--- src/rtl/page_xlate_pkg.sv ---
package page_xlate_pkg;

    parameter int unsigned DEF_VA_W  = 16;
    parameter int unsigned DEF_OFF_W = 12;
    parameter int unsigned DEF_PA_W  = 15;

    typedef enum logic [1:0] {
        XL_IDLE   = 2'd0,
        XL_MAPPED = 2'd1,
        XL_FAULT  = 2'd2
    } xl_kind_e;

endpackage

--- src/rtl/pt_store.sv ---
module pt_store #(
    parameter int unsigned VPN_W = 4,
    parameter int unsigned PFN_W = 3
) (
    input  logic             clk,
    input  logic             rst_n,
    input  logic             wr_en,
    input  logic [VPN_W-1:0] wr_idx,
    input  logic [PFN_W-1:0] wr_frame,
    input  logic             wr_present,
    input  logic [VPN_W-1:0] rd_idx,
    output logic [PFN_W-1:0] rd_frame,
    output logic             rd_present
);
    localparam int unsigned N_ENT = 1 << VPN_W;

    typedef struct packed {
        logic [PFN_W-1:0] frame;
        logic             present;
    } ent_t;

    ent_t tab_d [N_ENT];
    ent_t tab_q [N_ENT];

    always_comb begin
        for (int i = 0; i < N_ENT; i++) begin
            tab_d[i] = tab_q[i];
            if (wr_en && (wr_idx == VPN_W'(i))) begin
                tab_d[i].frame   = wr_frame;
                tab_d[i].present = wr_present;
            end
        end
    end

    always_ff @(posedge clk) begin
        for (int i = 0; i < N_ENT; i++) begin
            if (!rst_n) begin
                tab_q[i] <= '0;
            end else begin
                tab_q[i] <= tab_d[i];
            end
        end
    end

    assign rd_frame   = tab_q[rd_idx].frame;
    assign rd_present = tab_q[rd_idx].present;

endmodule

--- src/rtl/xlate_core.sv ---
module xlate_core
    import page_xlate_pkg::*;
#(
    parameter int unsigned VPN_W = 4,
    parameter int unsigned PFN_W = 3,
    parameter int unsigned OFF_W = 12
) (
    input  logic                   req_valid,
    input  logic [VPN_W+OFF_W-1:0] req_vaddr,
    input  logic [PFN_W-1:0]       ent_frame,
    input  logic                   ent_present,
    output logic [VPN_W-1:0]       vpn,
    output xl_kind_e               kind,
    output logic [PFN_W+OFF_W-1:0] paddr
);
    logic [OFF_W-1:0] offset;

    always_comb begin
        vpn    = req_vaddr[VPN_W+OFF_W-1:OFF_W];
        offset = req_vaddr[OFF_W-1:0];
        kind   = XL_IDLE;
        paddr  = '0;
        if (req_valid) begin
            if (ent_present) begin
                kind  = XL_MAPPED;
                paddr = {ent_frame, offset};
            end else begin
                kind  = XL_FAULT;
            end
        end
    end

endmodule

--- src/rtl/page_xlate.sv ---
module page_xlate
    import page_xlate_pkg::*;
#(
    parameter int unsigned VA_W  = DEF_VA_W,
    parameter int unsigned OFF_W = DEF_OFF_W,
    parameter int unsigned PA_W  = DEF_PA_W
) (
    input  logic                  clk,
    input  logic                  rst_n,
    input  logic                  pt_we,
    input  logic [VA_W-OFF_W-1:0] pt_idx,
    input  logic [PA_W-OFF_W-1:0] pt_frame,
    input  logic                  pt_present,
    input  logic                  req_valid,
    input  logic [VA_W-1:0]       req_vaddr,
    output logic                  rsp_valid,
    output logic [PA_W-1:0]       rsp_paddr,
    output logic                  rsp_fault,
    output logic [VA_W-OFF_W-1:0] fault_vpn
);
    localparam int unsigned VPN_W = VA_W - OFF_W;
    localparam int unsigned PFN_W = PA_W - OFF_W;

    typedef struct packed {
        logic             valid;
        logic             fault;
        logic [PA_W-1:0]  paddr;
        logic [VPN_W-1:0] fvpn;
    } rsp_t;

    rsp_t st_d, st_q;

    logic [VPN_W-1:0] vpn;
    logic [PFN_W-1:0] ent_frame;
    logic             ent_present;
    xl_kind_e         kind;
    logic [PA_W-1:0]  core_paddr;

    pt_store #(.VPN_W(VPN_W), .PFN_W(PFN_W)) u_store (
        .clk        (clk),
        .rst_n      (rst_n),
        .wr_en      (pt_we),
        .wr_idx     (pt_idx),
        .wr_frame   (pt_frame),
        .wr_present (pt_present),
        .rd_idx     (vpn),
        .rd_frame   (ent_frame),
        .rd_present (ent_present)
    );

    xlate_core #(.VPN_W(VPN_W), .PFN_W(PFN_W), .OFF_W(OFF_W)) u_core (
        .req_valid   (req_valid),
        .req_vaddr   (req_vaddr),
        .ent_frame   (ent_frame),
        .ent_present (ent_present),
        .vpn         (vpn),
        .kind        (kind),
        .paddr       (core_paddr)
    );

    always_comb begin
        st_d       = st_q;
        st_d.valid = (kind != XL_IDLE);
        st_d.fault = (kind == XL_FAULT);
        st_d.paddr = (kind == XL_MAPPED) ? core_paddr : '0;
        if (kind == XL_FAULT) begin
            st_d.fvpn = vpn;
        end
    end

    always_ff @(posedge clk) begin
        if (!rst_n) begin
            st_q <= '0;
        end else begin
            st_q <= st_d;
        end
    end

    assign rsp_valid = st_q.valid;
    assign rsp_fault = st_q.fault;
    assign rsp_paddr = st_q.paddr;
    assign fault_vpn = st_q.fvpn;

endmodule

--- config.mk ---
export PLATFORM = sky130hd
export DESIGN_NAME = page_xlate
export DESIGN_NICKNAME = d
export VERILOG_FILES = /design/src/rtl/page_xlate_pkg.sv /design/src/rtl/pt_store.sv /design/src/rtl/xlate_core.sv /design/src/rtl/page_xlate.sv
export SDC_FILE = /design/constraint.sdc
export NUM_CORES = 1
export LEC_CHECK = 0
export BUFFER_PORTS_ARGS = -buffer_cell sky130_fd_sc_hd__buf_4
export CORE_MARGIN = 4
export CORE_UTILIZATION = 55
export CTS_CLUSTER_SIZE = 24
export DETAILED_ROUTE_END_ITERATION = 10
export MAX_ROUTING_LAYER = met4
export PLACE_DENSITY = 0.76
export SYNTH_ARGS = -nofsm -noshare
export SYNTH_HDL_FRONTEND = slang
export SYNTH_SLANG_ARGS = --single-unit
--- constraint.sdc ---
create_clock -name clk -period 3.2 [get_ports clk]
set_input_delay 0.64 -clock clk [delete_from_list [all_inputs] [get_ports clk]]
set_output_delay 0.64 -clock clk [all_outputs]
set_load 0.1 [all_outputs]
-- Word-level counts from Yosys, hierarchy flattened
Memories as Yosys holds them, arrays and structs flattened.
Cells that the tools add are included.
- register bits after elaboration: 21
- word-level logic and storage cells: 125
- memory bits (writable): 64
- bits of input ports: 28
- output and inout port bits: 21
- memories kept: 1
- bitwise operators: 16
- muxes and demuxes: 36
- reduce and logical (&&, ||, !) cells: 35
- equality and inequality tests: 33
- memory list (memory ; words ; bits a word ; read ports ; clocked after memory_dff ; wr ports ; line ; RTL):
    u_store.tab_q ; 16 ; 4 ; 1 ; 0 ; 16 ; pt_store.sv:23 ; ent_t tab_q [N_ENT];
- operators by type and width (kind ; number):
    2-to-1 mux 4 bit ; 32
    equality test 4 bit, second input constant ; 8
    AND reduction 2 bit ; 16
    equality test 4 x 3 -> 1 bit, second input constant ; 4
    logical AND 1 bit ; 16
    inequality test 1 bit, second input constant ; 16
    bitwise OR 1 bit ; 16
    equality test 4 x 2 -> 1 bit, second input constant ; 2
    equality test 4 x 1 -> 1 bit, second input constant ; 1
    zero test 4 bit ; 1
    2-to-1 mux 2 bit ; 2
    AND reduction 4 bit ; 1
    equality test 2 x 1 -> 1 bit, second input constant ; 1
    equality test 2 bit, second input constant ; 1
    2-to-1 mux 1 bit ; 2
    nonzero test 2 bit ; 1

-- Logic depth before layout (Yosys ltp)
- word-level depth: 5
- depth in mapped cells: 6
- depth with buffers taken out: 4

-- By module
A second synthesis with hierarchy kept.
- cells, all modules: 296
- area total of the unflattened synthesis: 3966.3 µm²
- by module, submodules not included (module ; instances ; seq. area each (µm²) ; area an instance (µm²) ; cells an instance):
    pt_store ; 1 ; 1921.8 ; 3129.3 ; 218
    page_xlate ; 1 ; 420.4 ; 666.9 ; 55
    xlate_core ; 1 ; 0.0 ; 170.2 ; 23

-- Worst setup path after synthesis
Ideal clock, no wire load.
- path type: input-to-reg
- start: input port req_vaddr[13]
- end: register st_q, in the netlist rsp_paddr[0]
- data required time: 3.062 ns
- setup time: 0.138 ns
- setup slack: 1.069 ns
- arrival time: 1.993 ns
- stages on the path: 6
- path buffers: 2
- path through: buf_6 > mux4_2 > mux2_2 > mux2i_4 > buf_6 > nor3_2
- word-level cells in the longest chain between the ends: 5
- ends and longest elaborated chain (what ; line ; RTL):
    from (decl) ; page_xlate.sv:15 ; input logic [VA_W-1:0] req_vaddr,
    memory read (16 x 4 bit) * ; - ;
    2-to-1 mux 2 bit ; xlate_core.sv:24 ; if (ent_present) begin
    2-to-1 mux 2 bit ; xlate_core.sv:23 ; if (req_valid) begin
    equality test 2 x 1 -> 1 bit ; page_xlate.sv:65 ; st_d.paddr = (kind == XL_MAPPED) ? core_paddr : '0;
    AND reduction 4 bit (no source line) * ; - ;
    to (signal assigned) ; page_xlate.sv:75 ; st_q <= st_d;
    to (decl) ; page_xlate.sv:31 ; rsp_t st_d, st_q;
Every way passes the cells marked *; elsewhere a longest branch is shown, timed or not.
A chain may end at the register's enable or synchronous reset.

-- Worst setup path after layout
- start: input port req_vaddr[13]
- end: register st_q, in the netlist rsp_fault
- word-level cells in the longest chain between the ends: 4
- ends and longest elaborated chain (what ; line ; RTL):
    memory read (16 x 4 bit) ; - ;
    2-to-1 mux 2 bit ; xlate_core.sv:24 ;
    2-to-1 mux 2 bit ; xlate_core.sv:23 ;
    equality test 2 bit ; page_xlate.sv:64 ; st_d.fault = (kind == XL_FAULT);
Every way passes these cells.

==> results.md <==
- Die ar.: 8338 um^2
- Post-route cell area: 4437 um^2
- Setup TNS Final: 0 ns
- Slew Viols, Final: 0
- Pwr Density: 564.6 nW/um^2
- Rows: 30
- CP Buf/Inv Count: 1
- Register bit total from synthesis: 85
- Die W: 91.31 um
- Max Cap Viol: 0
- Non-Filler Instances: 405
- Relative slew slack: 54.00%
- Peak VDD IR: 0.2684 mV
- Synthesized Nets: 305
- Largest net degree at the start of global routing: 29
- CTS Root Cell: clkbuf_8
- RSZ-0062 raised after global routing: false
- Post-CTS setup buffer count: 0
- IO buf count: 48
- Switching Share: 24.47%
- Flop pwr share: 50.6%
- Clock Power Share: 36.6%
- Crit path cell chain: buf_4, mux4_2, mux2_2, mux2i_4, and2_1
- Via density: 5.536
- Synth Area per Inst: 13.78 um^2
- Yosys synthesis warning count: 0
- Clock skew: 0.008925 ns
- ANT nets after route: 0
- Clock Pin Slew Worst Setup and Hold Paths: 0.08 ns
- Worst endpoint required time: 3.49 ns
- Post-DP HPWL: 5.215 mm
- IO Pins: 49
- Fin crit period: 2.182 ns
- Synthesized netlist cell count: 277
- DRC errors left: 0
- Cell Area, Synth: 3817 um^2
- Worst-Margin Slew: 0.6828 ns
- Net Sw Power: 613.0 uW
- Post-CTS Hold Fix Bufs: 0
- Max frequency: 458.3 MHz
- Grt ovf: 0
- WL per Instance: 18.23 um
- Status: completed
- Routability-driven placement congestion ratio: 0.8019
- Leak Pwr: 1.666 nW
- Antenna cell count: 0
- Critical Path Fanout Max: 17
- Fillers: 502
- Cell Int Power: 1.892 mW
- Setup ws final: 1.018 ns
- Register area share after synthesis: 61.36%
- Vias in the first global route: 2294
- CTS max path bufs: 2
- Number of antenna violations at the first check in global routing: 0
- Crit-path slowest cell: mux4_2
- DR iter-0 viols: 165
- CTS Sinks: 85
- Combinational power share: 12.9%
- Initial Util: 56.50%
- Worst skew pair latency: 0.35 ns
- Area of the multi-input gates: 1335 um^2
- Crit path DAT: 2.47 ns
- Post-Place Cell Area: 4187 um^2
- DP Worst Slack: 0.6597 ns
- Area Growth Syn to Fin: 16.22%
- Via Count: 2242
- Worst setup EP type: flop
- Worst min-delay path category: reg2reg
- Cts repair resizes: 0
- NumNets Final: 348
- Asr flop ratio synth: 0%
- CTS tree: built
- Slowest stage delay, CP: 0.53 ns
- Number of library cell types mapped by synthesis: 27
- Top FF cell, synth: edfxtp_1
- TritonRoute pass-1 iters: 4
- Crit-path leading delay family: multiplexers
- TritonCTS Buffers: 9
- Dpl cells: 389
- H-tree level count: 3
- WS Path Type: in2reg
- Startpoint Class: input pin
- Setup violations, final: 0
- WL final: 7.384 mm
- FF+latch area: 2342 um^2
- Core ar.: 6756 um^2
- Die Ht: 91.31 um
- GRT Resource Usage Total: 19.73%
- Final worst path period share: 68.19%
- Global-route wire length before repair: 12.04 mm
- Number of flops mapped to enable cells by yosys: 64
- Hold Fails Final Rpt: 0
- Post-Route Utilization: 65.67%
- Share of layout cells above drive strength 1: 30.46%
power by group through the flow:
stage	registers, mW	logic [mW]	clock network [mW]
2_1_floorplan	1.38	0.149	0
3_3_place_gp	1.29	0.319	0
3_5_place_dp	1.29	0.324	0
4_1_cts	1.27	0.324	0.926
5_1_grt	1.27	0.342	0.979
6_report	1.27	0.322	0.916
metal layers:
metal / GRT usage, % / up-vias / part of all wire, %
met5: - / - / 0
met4: 6.156 / 0 / 1.3
met3: 4.805 / 11 / 7.1
met2: 31.27 / 84 / 50
met1: 25.35 / 1079 / 41
li1: - / 1068 / -
layout by cell type (no fill, tap or decap), drive strengths merged:
| master | netlist | final |
|---|---|---|
| mux4 | 19 | 19 |
| o21ai | 16 | 16 |
| nor3b | 3 | 3 |
| o21ba | 1 | 1 |
| mux2 | 2 | 2 |
| mux2i | 4 | 4 |
| nand2b | 3 | 3 |
| inv | 13 | 15 |
| and2 | 65 | 65 |
| nand3 | 2 | 2 |
| nor3 | 12 | 12 |
| or3b | 1 | 1 |
| bufinv | 0 | 2 |
| dfxtp | 21 | 21 |
| nand2 | 10 | 10 |
| o221ai | 1 | 1 |
| nor2 | 17 | 17 |
| nand3b | 4 | 4 |
| clkbuf | 10 | 12 |
| edfxtp | 64 | 64 |
| o22ai | 1 | 1 |
| buf | 6 | 48 |
| nor2b | 1 | 1 |
| or2 | 1 | 1 |
kinds of logic (layout without fill, tap and decap cells):
group | Yosys count | count (layout) | synth area share [%]
AO/OA/AOI/OAI | 19 | 19 | 2.917
multiplexers | 25 | 25 | 13.18
buffers and inverters | 29 | 77 | 3.671
AND/OR/NAND/NOR | 119 | 119 | 18.88
flip-flops | 85 | 85 | 61.36
sequential cells by signal, summed over array words and instances, names as in the netlist:
signal,cells
fault_vpn,4
rsp_fault,1
rsp_paddr,15
rsp_valid,1
u_store.tab_q,64
tightest hold or removal path, cell delays in order, from the launching register on:
cell     delay, ns
dfxtp_1       0.31
nand2_1       0.05
mux2i_1       0.05
synthesized netlist by cell type (2+ instances only):
| library cell | instances | area share [%] |
|---|---|---|
| dfxtp_1 | 21 | 11 |
| nand3_1 | 2 | 0.26 |
| buf_6 | 4 | 1.2 |
| nor3_2 | 10 | 2.6 |
| o21ai_0 | 16 | 2.1 |
| nor3_1 | 2 | 0.26 |
| mux2i_1 | 3 | 0.79 |
| nor3b_1 | 3 | 0.59 |
| nand2b_1 | 3 | 0.49 |
| nand2_1 | 10 | 0.98 |
| edfxtp_1 | 64 | 50 |
| inv_1 | 13 | 1.3 |
| mux2_2 | 2 | 0.59 |
| nand3b_1 | 4 | 0.79 |
| mux4_2 | 19 | 11 |
| and2_1 | 65 | 11 |
| clkbuf_1 | 10 | 0.98 |
| nor2_1 | 17 | 1.7 |
final cells by class:
| class | count | share of cell area (%) |
|---|---|---|
| Clock buffer | 12 | 4.004 |
| Clock inverter | 4 | 1.636 |
| Inverter | 13 | 1.100 |
| Multi-Input combinational cell | 163 | 30.09 |
| Sequential cell | 85 | 52.79 |
| Tap cell | 80 | 2.256 |
| Timing Repair Buffer | 48 | 8.122 |
stage by stage:
| step | power [mW] | hold WS, ns |
|---|---|---|
| global placement | 1.610 | 0.4467 |
| global route | 2.595 | 0.4902 |
| detailed placement | 1.617 | 0.4575 |
| floorplan | 1.526 | 0.7601 |
| CTS | 2.518 | 0.4689 |
| finish | 2.505 | 0.4607 |
path summary, 6_finish.rpt:
check | from | to | slack [ns] | cells past startpoint
max | req_vaddr[13] | rsp_fault | 1.02 | 5
max reg2reg | u_store.tab_q[6][0] | rsp_fault | 1.20 | 4
min reg2reg | fault_vpn[2] | fault_vpn[2] | 0.46 | 2
min | fault_vpn[2] | fault_vpn[2] | 0.46 | 2
Power figures use the tool's default switching activity.
